--- config.mk ---
export PLATFORM = sky130hd
export DESIGN_NAME = dev_xlat_cache
export DESIGN_NICKNAME = d
export VERILOG_FILES = /design/src/rtl/dev_xlat_pkg.sv /design/src/rtl/xlat_tag_array.sv /design/src/rtl/xlat_miss_fsm.sv /design/src/rtl/dev_xlat_cache.sv
export SDC_FILE = /design/constraint.sdc
export NUM_CORES = 2
export LEC_CHECK = 0
export BUFFER_PORTS_ARGS = -buffer_cell sky130_fd_sc_hd__buf_2
export CAP_MARGIN = 10
export CORE_MARGIN = 2
export CORE_UTILIZATION = 55
export DETAILED_ROUTE_END_ITERATION = 6
export PLACE_DENSITY = 0.76
export SLEW_MARGIN = 30
export SYNTH_ARGS = -nofsm -noshare
export SYNTH_HDL_FRONTEND = slang
export SYNTH_SLANG_ARGS = --single-unit
--- constraint.sdc ---
create_clock -name clk -period 3.5 [get_ports clk]
set_clock_uncertainty 0.05 [all_clocks]
set_input_delay 0.7 -clock clk [delete_from_list [all_inputs] [get_ports clk]]
set_output_delay 0.7 -clock clk [all_outputs]
set_load 0.01 [all_outputs]
--- src/rtl/dev_xlat_pkg.sv ---
`timescale 1ns/1ps
package dev_xlat_pkg;
    localparam int PASID_W = 20;
    localparam int VPN_W   = 36;
    localparam int PPN_W   = 28;

    typedef struct packed {
        logic [PASID_W-1:0] pasid;
        logic [VPN_W-1:0]   vpn;
    } xtag_t;

    typedef enum logic [2:0] {
        MS_IDLE,
        MS_TREQ,
        MS_TWAIT,
        MS_PREQ,
        MS_PWAIT
    } miss_st_e;
endpackage

--- src/rtl/xlat_tag_array.sv ---
`timescale 1ns/1ps
module xlat_tag_array
    import dev_xlat_pkg::*;
#(
    parameter int ENTRIES = 8
) (
    input  logic             clk,
    input  logic             rst_n,
    input  xtag_t            lk_tag,
    output logic             hit,
    output logic [PPN_W-1:0] hit_ppn,
    input  logic             inv_valid,
    input  xtag_t            inv_tag,
    input  logic             fill_en,
    input  xtag_t            fill_tag,
    input  logic [PPN_W-1:0] fill_ppn
);
    localparam int IDX_W = (ENTRIES > 1) ? $clog2(ENTRIES) : 1;

    typedef struct packed {
        logic [ENTRIES-1:0]            vld;
        xtag_t [ENTRIES-1:0]           tag;
        logic [ENTRIES-1:0][PPN_W-1:0] ppn;
        logic [IDX_W-1:0]              rr;
    } arr_st_t;

    arr_st_t            st_d, st_q;
    logic [ENTRIES-1:0] lk_match;
    logic [ENTRIES-1:0] inv_match;
    logic [ENTRIES-1:0] hit_vec;

    // Per-entry comparators for the lookup and the invalidation keys
    generate
        for (genvar e = 0; e < ENTRIES; e++) begin : g_cmp
            assign lk_match[e]  = st_q.vld[e] && (st_q.tag[e] == lk_tag);
            assign inv_match[e] = inv_valid && st_q.vld[e] && (st_q.tag[e] == inv_tag);
        end
    endgenerate

    // An entry being invalidated this cycle no longer counts as a hit
    always_comb begin
        hit_vec = lk_match & ~inv_match;
        hit_ppn = '0;
        for (int e = 0; e < ENTRIES; e++) begin
            if (hit_vec[e]) hit_ppn = hit_ppn | st_q.ppn[e];
        end
        hit = |hit_vec;
    end

    always_comb begin
        st_d = st_q;
        for (int e = 0; e < ENTRIES; e++) begin
            if (inv_match[e]) st_d.vld[e] = 1'b0;
            if (fill_en && (st_q.rr == IDX_W'(e))) begin
                st_d.vld[e] = 1'b1;
                st_d.tag[e] = fill_tag;
                st_d.ppn[e] = fill_ppn;
            end
        end
        if (fill_en) begin
            if (st_q.rr == IDX_W'(ENTRIES - 1)) st_d.rr = '0;
            else                               st_d.rr = st_q.rr + 1'b1;
        end
    end

    always_ff @(posedge clk) begin
        if (!rst_n) st_q <= '0;
        else        st_q <= st_d;
    end
endmodule

--- src/rtl/xlat_miss_fsm.sv ---
`timescale 1ns/1ps
module xlat_miss_fsm
    import dev_xlat_pkg::*;
(
    input  logic             clk,
    input  logic             rst_n,
    input  logic             lk_valid,
    input  xtag_t            lk_tag,
    output logic             lk_ready,
    input  logic             hit,
    input  logic [PPN_W-1:0] hit_ppn,
    output logic             rsp_valid,
    output logic [PPN_W-1:0] rsp_ppn,
    output logic             rsp_err,
    output logic             tr_req_valid,
    output logic             pg_req_valid,
    output xtag_t            req_tag,
    input  logic             tr_rsp_valid,
    input  logic             tr_rsp_present,
    input  logic [PPN_W-1:0] tr_rsp_ppn,
    input  logic             pg_rsp_valid,
    input  logic             pg_rsp_ok,
    input  logic             inv_valid,
    input  xtag_t            inv_tag,
    output logic             fill_en,
    output logic [PPN_W-1:0] fill_ppn
);
    typedef struct packed {
        miss_st_e         st;
        xtag_t            tag;
        logic             stale;
        logic             rsp_v;
        logic [PPN_W-1:0] rsp_ppn;
        logic             rsp_err;
    } fsm_st_t;

    fsm_st_t st_d, st_q;
    logic    inv_pend;

    always_comb begin
        st_d          = st_q;
        st_d.rsp_v    = 1'b0;
        st_d.rsp_err  = 1'b0;
        fill_en       = 1'b0;
        fill_ppn      = tr_rsp_ppn;
        inv_pend      = inv_valid && (inv_tag == st_q.tag) && (st_q.st != MS_IDLE);

        unique case (st_q.st)
            MS_IDLE: begin
                if (lk_valid) begin
                    if (hit) begin
                        st_d.rsp_v   = 1'b1;
                        st_d.rsp_ppn = hit_ppn;
                    end else begin
                        st_d.tag = lk_tag;
                        st_d.st  = MS_TREQ;
                    end
                end
            end
            MS_TREQ: st_d.st = MS_TWAIT;
            MS_TWAIT: begin
                if (tr_rsp_valid) begin
                    if (st_q.stale || inv_pend) begin
                        st_d.st = MS_TREQ;
                    end else if (tr_rsp_present) begin
                        fill_en      = 1'b1;
                        st_d.rsp_v   = 1'b1;
                        st_d.rsp_ppn = tr_rsp_ppn;
                        st_d.st      = MS_IDLE;
                    end else begin
                        st_d.st = MS_PREQ;
                    end
                end
            end
            MS_PREQ: st_d.st = MS_PWAIT;
            MS_PWAIT: begin
                if (pg_rsp_valid) begin
                    if (pg_rsp_ok) begin
                        st_d.st = MS_TREQ;
                    end else begin
                        st_d.rsp_v   = 1'b1;
                        st_d.rsp_err = 1'b1;
                        st_d.rsp_ppn = '0;
                        st_d.st      = MS_IDLE;
                    end
                end
            end
            default: st_d.st = MS_IDLE;
        endcase

        // A request sent after the invalidation is fresh; otherwise remember it
        if ((st_d.st == MS_TREQ) || (st_d.st == MS_IDLE)) st_d.stale = 1'b0;
        else                                               st_d.stale = st_q.stale || inv_pend;
    end

    always_ff @(posedge clk) begin
        if (!rst_n) begin
            st_q    <= '0;
            st_q.st <= MS_IDLE;
        end else begin
            st_q <= st_d;
        end
    end

    assign lk_ready     = (st_q.st == MS_IDLE);
    assign tr_req_valid = (st_q.st == MS_TREQ);
    assign pg_req_valid = (st_q.st == MS_PREQ);
    assign req_tag      = st_q.tag;
    assign rsp_valid    = st_q.rsp_v;
    assign rsp_ppn      = st_q.rsp_ppn;
    assign rsp_err      = st_q.rsp_err;
endmodule

--- src/rtl/dev_xlat_cache.sv ---
`timescale 1ns/1ps
module dev_xlat_cache
    import dev_xlat_pkg::*;
#(
    parameter int ENTRIES = 8
) (
    input  logic               clk,
    input  logic               rst_n,
    input  logic               lk_valid,
    output logic               lk_ready,
    input  logic [PASID_W-1:0] lk_pasid,
    input  logic [VPN_W-1:0]   lk_vpn,
    output logic               rsp_valid,
    output logic [PPN_W-1:0]   rsp_ppn,
    output logic               rsp_err,
    output logic               tr_req_valid,
    output logic [PASID_W-1:0] tr_req_pasid,
    output logic [VPN_W-1:0]   tr_req_vpn,
    input  logic               tr_rsp_valid,
    input  logic               tr_rsp_present,
    input  logic [PPN_W-1:0]   tr_rsp_ppn,
    output logic               pg_req_valid,
    output logic [PASID_W-1:0] pg_req_pasid,
    output logic [VPN_W-1:0]   pg_req_vpn,
    input  logic               pg_rsp_valid,
    input  logic               pg_rsp_ok,
    input  logic               inv_valid,
    input  logic [PASID_W-1:0] inv_pasid,
    input  logic [VPN_W-1:0]   inv_vpn,
    output logic               inv_ack
);
    typedef struct packed {
        logic inv_dly;
        logic ack;
    } ack_st_t;

    xtag_t            lk_tag, inv_tag, req_tag;
    logic             hit;
    logic [PPN_W-1:0] hit_ppn;
    logic             fill_en;
    logic [PPN_W-1:0] fill_ppn;
    ack_st_t          ack_d, ack_q;

    assign lk_tag  = '{pasid: lk_pasid, vpn: lk_vpn};
    assign inv_tag = '{pasid: inv_pasid, vpn: inv_vpn};

    xlat_tag_array #(.ENTRIES(ENTRIES)) u_arr (
        .clk      (clk),
        .rst_n    (rst_n),
        .lk_tag   (lk_tag),
        .hit      (hit),
        .hit_ppn  (hit_ppn),
        .inv_valid(inv_valid),
        .inv_tag  (inv_tag),
        .fill_en  (fill_en),
        .fill_tag (req_tag),
        .fill_ppn (fill_ppn)
    );

    xlat_miss_fsm u_fsm (
        .clk           (clk),
        .rst_n         (rst_n),
        .lk_valid      (lk_valid),
        .lk_tag        (lk_tag),
        .lk_ready      (lk_ready),
        .hit           (hit),
        .hit_ppn       (hit_ppn),
        .rsp_valid     (rsp_valid),
        .rsp_ppn       (rsp_ppn),
        .rsp_err       (rsp_err),
        .tr_req_valid  (tr_req_valid),
        .pg_req_valid  (pg_req_valid),
        .req_tag       (req_tag),
        .tr_rsp_valid  (tr_rsp_valid),
        .tr_rsp_present(tr_rsp_present),
        .tr_rsp_ppn    (tr_rsp_ppn),
        .pg_rsp_valid  (pg_rsp_valid),
        .pg_rsp_ok     (pg_rsp_ok),
        .inv_valid     (inv_valid),
        .inv_tag       (inv_tag),
        .fill_en       (fill_en),
        .fill_ppn      (fill_ppn)
    );

    // Entries clear on the edge that samples inv_valid; ack follows one cycle later
    always_comb begin
        ack_d.inv_dly = inv_valid;
        ack_d.ack     = ack_q.inv_dly;
    end

    always_ff @(posedge clk) begin
        if (!rst_n) ack_q <= '0;
        else        ack_q <= ack_d;
    end

    assign inv_ack      = ack_q.ack;
    assign tr_req_pasid = req_tag.pasid;
    assign tr_req_vpn   = req_tag.vpn;
    assign pg_req_pasid = req_tag.pasid;
    assign pg_req_vpn   = req_tag.vpn;
endmodule

Word level (Yosys, flattened, before mapping)

Cells that the tools add are included.

Mux-type cells: 45
Bitwise gates (word level): 11
Reduce and logical (&&, ||, !) cells: 54
Add/sub/neg operators: 1
Equal/unequal tests: 36

Operators with widths:

| cell                                                | number |
|---|---|
| equality test 56 bit                                | 17 |
| two-way mux 28 bit                                  | 8 |
| bitwise OR 28 bit                                   | 7 |
| two-way mux 29 bit                                  | 5 |
| two-way mux 59 bit                                  | 2 |
| case mux 29 bit (3 select lines)                    | 1 |
| two-way mux 30 bit                                  | 2 |
| logical AND 1 bit                                   | 34 |
| two-way mux 1 bit                                   | 21 |
| nonzero test 2 bit                                  | 8 |
| equality test 3 bit, second input constant          | 5 |
| case mux 3 bit (5 select lines)                     | 1 |
| equality test 3 x 2 -> 1 bit, second input constant | 4 |
| two-way mux 3 bit                                   | 4 |
| inequality test 2 bit, second input constant        | 6 |
| equality test 3 x 1 -> 1 bit, second input constant | 3 |
| zero test 3 bit                                     | 3 |
| bitwise AND 8 bit                                   | 1 |
| inverter 8 bit                                      | 1 |
| AND reduction 8 bit                                 | 1 |
| OR reduction 8 bit                                  | 1 |
| AND reduction 3 bit                                 | 2 |
| nonzero test 3 bit                                  | 2 |
| adder 3 x 1 -> 3 bit, second input constant         | 1 |
| 5 further kinds                                     | 7 |

Output and inout bits: 146
Bits of input ports: 148
Bits in registers: 775

Longest topological paths before layout

Depth after elaboration: 22
Gate-level depth with buffers: 14

Modules after synthesis

A second synthesis with hierarchy kept.

Cell total of the unflattened synthesis: 5,728
Area total of the unflattened synthesis: 44,823.0 µm²

By module, submodules not included:

| module         | area each (µm²) | cells each | times used |
|---|---|---|---|
| xlat_tag_array | 39,314.0        | 5,053      | 1 |
| xlat_miss_fsm  | 5,036.1         | 615        | 1 |
| dev_xlat_cache | 473.0           | 60         | 1 |

Least setup slack after synthesis

OpenSTA, ideal clock, no wires.

Path kind: input -> register
From: in lk_pasid[7]
To: reg u_fsm.st_q, in the netlist u_fsm.req_tag[23]
Stages on the path: 12
Slack: 130 ps
Required time: 3,322 ps
Path buffers: 3
Setup time: 128 ps
Arrival: 3,193 ps
Path through: clkbuf_1 xor2_1 nor4_1 nand4_1 or4_1 a211oi_1 nor4_2 nand4_1 buf_4 buf_6 mux2i_1 nor2_1

Word-level cells in the longest chain between the ends: 6

Ends and longest elaborated chain:

| item                                   | line                 | RTL |
|---|---|---|
| start, declared                        | dev_xlat_cache.sv:11 | `input logic [PASID_W-1:0] lk_pasid,` |
| equality test 56 bit                   | xlat_tag_array.sv:35 | `assign lk_match[e] = st_q.vld[e] && (st_q.tag[e] == lk_tag);` |
| logical AND 1 bit                      | xlat_tag_array.sv:35 |  |
| bitwise AND 8 bit *                    | xlat_tag_array.sv:42 | `hit_vec = lk_match & ~inv_match;` |
| OR reduction 8 bit *                   | xlat_tag_array.sv:47 | `hit = \|hit_vec;` |
| inverter 1 bit (no source line) *      | n/a                  |  |
| AND reduction 3 bit (no source line) * | n/a                  |  |
| end signal, assigned                   | xlat_miss_fsm.sv:101 | `st_q <= st_d;` |
| end, declared                          | xlat_miss_fsm.sv:37  | `fsm_st_t st_d, st_q;` |

Mark *: on every way between the ends. The rest lies on a longest branch, timed or not.
A chain may end at the register's enable or synchronous reset.

Worst setup path after layout

From: reg u_arr.st_q[414] (netlist bit)
To: reg u_fsm.st_q, in the netlist u_fsm.rsp_ppn[6]

Word-level cells in the longest chain between the ends: 16

Ends and longest elaborated chain:

| item                             | line                 | RTL |
|---|---|---|
| start, declared                  | xlat_tag_array.sv:27 | `arr_st_t st_d, st_q;` |
| start signal, assigned           | xlat_tag_array.sv:68 | `else st_q <= st_d;` |
| equality test 56 bit             | xlat_tag_array.sv:36 | `assign inv_match[e] = inv_valid && st_q.vld[e] && (st_q.tag[e] == inv_tag);` |
| logical AND 1 bit                | xlat_tag_array.sv:36 |  |
| inverter 8 bit                   | xlat_tag_array.sv:42 |  |
| bitwise AND 8 bit *              | xlat_tag_array.sv:42 |  |
| two-way mux 28 bit               | xlat_tag_array.sv:45 | `if (hit_vec[e]) hit_ppn = hit_ppn \| st_q.ppn[e];` |
| bitwise OR 28 bit                | xlat_tag_array.sv:45 |  |
| two-way mux 28 bit               | xlat_tag_array.sv:45 |  |
| bitwise OR 28 bit                | xlat_tag_array.sv:45 |  |
| two-way mux 28 bit               | xlat_tag_array.sv:45 |  |
| bitwise OR 28 bit                | xlat_tag_array.sv:45 |  |
| two-way mux 28 bit               | xlat_tag_array.sv:45 |  |
| bitwise OR 28 bit                | xlat_tag_array.sv:45 |  |
| two-way mux 28 bit               | xlat_tag_array.sv:45 |  |
| two-way mux 29 bit               | xlat_miss_fsm.sv:51  | `if (hit) begin` |
| two-way mux 29 bit               | xlat_miss_fsm.sv:50  | `if (lk_valid) begin` |
| case mux 29 bit (3 select lines) | xlat_miss_fsm.sv:48  | `unique case (st_q.st)` |

Mark *: on every way between the ends. The rest lies on a longest branch, timed or not. The select of a mux whose other input is x is not followed.

==> flow_summary.yaml <==
final_layout:
  layout.nets: 6012
  area_growth_pct: 30.8
  fillers: 5615
  finalInstanceArea_mm2: 0.0543
  utilization: 0.728
  drive_above_1_share: 0.268
synth:
  synth_nets: 5213
  synthCells: 5059
  yosys-top-cells-area: "dfxtp_1, xnor2_1, nand2_1"
  synth_top_area_share: 0.374
  yosysSeqAreaShare: 0.374
  synth_cell_types: 60
  synth_most_common_cell: "nand2_1"
  synthFlopType: "dfxtp_1"
  syn_area_mm2: 0.0415
  ys.warnings.count: 0
  yosysTopAreaCell: "dfxtp_1"
  ys_top_cells_by_count: "nand2_1, dfxtp_1, a21oi_1"
  postSynth.asyncResetShare: 0
  synth_area_per_cell_um2: 8.21
  synth-seq-cells: 775
  synth_edf_count: 0
power:
  leakage_uw: 0.0228
  switching_share: 0.301
  p_seq_frac: 0.394
  intPower_uw: 15900
  clockPowerShare: 0.448
  p_comb_frac: 0.158
  ir_drop_v: 0.000581
  power_switching_uw: 6850
  power_density_mw_per_mm2: 419
worst_setup_path:
  worstPathRequired_ns: 4.06
  worst-path-stages: 14
  critPathCaptureType: "flip-flop"
  cp_common_cell: "buf_4"
  critical-path-slowest-cell: "a2111oi_4"
  worstSetupStartpoint: "u_arr.st_q[414]$_SDFFE_PN0P_"
  crit_fanout: 9
  crit_buf_inv: 5
  crit_family: "buffers and inverters"
  arrival_ns: 4.25
  r2r-end: "u_fsm.rsp_ppn[6]$_SDFFE_PN0P_"
  worst_path_largest_cell_delay_ns: 0.56
  path_class: "reg2reg"
  r2r_slack_ns: -0.19
  worstSetupEndpoint: "u_fsm.rsp_ppn[6]$_SDFFE_PN0P_"
  crit_chain: "xnor2_1 -> buf_4 -> nand2_1 -> nor4_1 -> nand3_1 -> a2111oi_4 -> buf_4 -> a2111oi_2 -> buf_4 -> a21oi_4 -> buf_12 -> o21ai_1 -> buf_4 -> nand3_1"
  crit_path_start_kind: "flip-flop"
  r2r_start: "u_arr.st_q[414]$_SDFFE_PN0P_"
  worst_r2r_path_depth: 14
clock_network:
  root_buffer: "clkbuf_16"
  cts_sinks: 775
  insertion_delay_ns: 0.73
  cts_hold_buf: 0
  cts_tree: "yes"
  max-clock-path-buffers: 3
  h-tree-depth: 3
  cts.clk_slew.worst_paths_ns: 0.06
  cts_inserted_buffers: 86
routing:
  wl_met3_um: 47200
  wl_met2_um: 93700
  wire_per_inst_um: 36.8
  ant_nets: 0
  drt_wl_total_um: 255000
  routed.top_layer: "met5"
  m1WireLength_um: 82900
  drt_iter0_drc: 9924
  viasPerCell: 6.81
  num_vias: 47273
  dr.pass1.iters: 7
  drc: 73
grt:
  antenna_found_initial: 53
  grtUsageTotal: 0.630
  grt_max_degree: 166
  overflow: 0
  grt_pass1_wl_um: 339000
  grt_pass1_vias: 41909
hold_path:
  worstHoldPathType: "in2reg"
placed_design:
  pre_cts_ws_ns: -0.782
  portBuffers: 293
  placed_area_mm2: 0.0501
  dp_hpwl_um: 190000
  gp_congestion: 1.34
floorplan:
  rows: 100
  pin_count: 294
  core_area_mm2: 0.0746
  die_area_mm2: 0.0777
  dieHeight_um: 279
  initial_utilization: 0.557
  dieWidth_um: 279
run_status:
  status: "finished, violations left"
  failed_checks: "design-rule violations, negative setup slack"
flow_run:
  cap_violations: 0
sta:
  timing.fmax_mhz: 271
  whs_ns: 0.176
  drv_slew: 0
  tightest_slew_ns: 1.08
  slew_headroom: 0.276
  min_period_ns: 3.69
  timing.final.hold_violations: 0
  period_share: 1.06
  rsz0062_at_grt: "true"
  setup_viol: 250
  final.setup.worst_slack_ns: -0.193
layer usage:
layer  up-vias  GRT usage
met1     22038      0.707
met4        50      0.518
met5         -     0.0882
met2      5098      0.835
li1      18342          -
met3      1745      0.381
repair_timing:
| item | in CTS | in global routing |
|---|---|---|
| pin swaps | 3 | 22 |
| resized for setup | 26 | 92 |
| setup endpoints to repair | 716 | 470 |
| gates cloned | 0 | 6 |
| buffers inserted | 2 | 10 |
cell type report:
cell class                      count  area (um2)  share of cell area
Clock inverter                     47         746              0.0137
Antenna cell                       36        90.1             0.00166
Sequential cell                   775       15500               0.286
Multi-Input combinational cell   3601       23500               0.433
Clock buffer                      115        2390              0.0440
Timing Repair Buffer             1288       10400               0.191
Tap cell                          969        1210              0.0223
Inverter                          106         409             0.00754
worst min-delay path by stage:
stage | startpoint | slack, ns | end | depth (start not counted)
2_1_floorplan | ack_d[0]$_SDFF_PN0_ | 0.36 | inv_ack$_SDFF_PN0_ | 1
3_3_place_gp | ack_d[0]$_SDFF_PN0_ | 0.37 | inv_ack$_SDFF_PN0_ | 1
3_5_place_dp | ack_d[0]$_SDFF_PN0_ | 0.38 | inv_ack$_SDFF_PN0_ | 1
4_1_cts | pg_rsp_ok | 0.18 | u_fsm.rsp_err$_SDFF_PN0_ | 2
5_1_grt | pg_rsp_ok | 0.20 | u_fsm.rsp_err$_SDFF_PN0_ | 2
6_report | pg_rsp_ok | 0.18 | u_fsm.rsp_err$_SDFF_PN0_ | 2
registers in the layout, summed over array words and instances, names as in the netlist:
register         cells
u_fsm.req_tag       56
ack_d                1
u_fsm.st_q           4
u_fsm.rsp_err        1
u_arr.st_q         683
u_fsm.rsp_valid      1
inv_ack              1
u_fsm.rsp_ppn       28
worst register-to-register path, stage by stage, from the launching register on:
cell and delay (ns):
dfxtp_1 0.39, xnor2_1 0.52, buf_4 0.23, nand2_1 0.05, nor4_1 0.38, nand3_1 0.20
a2111oi_4 0.56, buf_4 0.34, a2111oi_2 0.07, buf_4 0.19, a21oi_4 0.17, buf_12 0.18
o21ai_1 0.10, buf_4 0.16, nand3_1 0.08
layout by cell type (no fill, tap or decap), drive strengths merged, types with 9 or more instances in the layout:
cell type	count
a2111oi	26
a21oi	434
a221o	31
a221oi	16
a22o	31
a22oi	30
a31o	12
buf	1280
bufinv	12
clkbuf	123
clkinv	26
clkinvlp	9
dfxtp	775
diode	36
inv	106
mux2i	308
nand2	969
nand2b	46
nand3	30
nand4	130
nor2	337
nor2b	55
nor3	22
nor4	128
o2111ai	17
o211ai	45
o21ai	32
xnor2	420
xor2	401
kinds of logic (layout without fill, tap and decap cells):
kind of cell | Yosys count | after routing | share of synthesized area
xor+xnor | 821 | 821 | 0.173
flops | 775 | 775 | 0.374
fa+ha+maj | 6 | 6 | 0.00181
buf+inv | 683 | 1556 | 0.0803
simple gates | 1735 | 1735 | 0.183
mux | 308 | 308 | 0.0743
compound gates | 731 | 731 | 0.114
other cells | 0 | 36 | 0
power by group through the flow:
stage | clock (uW) | combinational, uW | sequential [uW]
after floorplan | 0 | 1410 | 9120
after global placement | 0 | 3110 | 9140
after detailed placement | 0 | 3110 | 9140
after CTS | 10000 | 3140 | 8950
after global routing | 10400 | 3470 | 8950
final | 10200 | 3600 | 8950
stage by stage:
step / instances / power [uW] / TNS, ns
finish: 6937 / 22700 / -13.55
global route: 6910 / 22800 / -2.32
CTS: 6882 / 22100 / 0
detailed placement: 6718 / 12300 / -505.05
global placement: 6717 / 12300 / -575.98
floorplan: 5059 / 10500 / 0
Power figures use the tool's default switching activity.
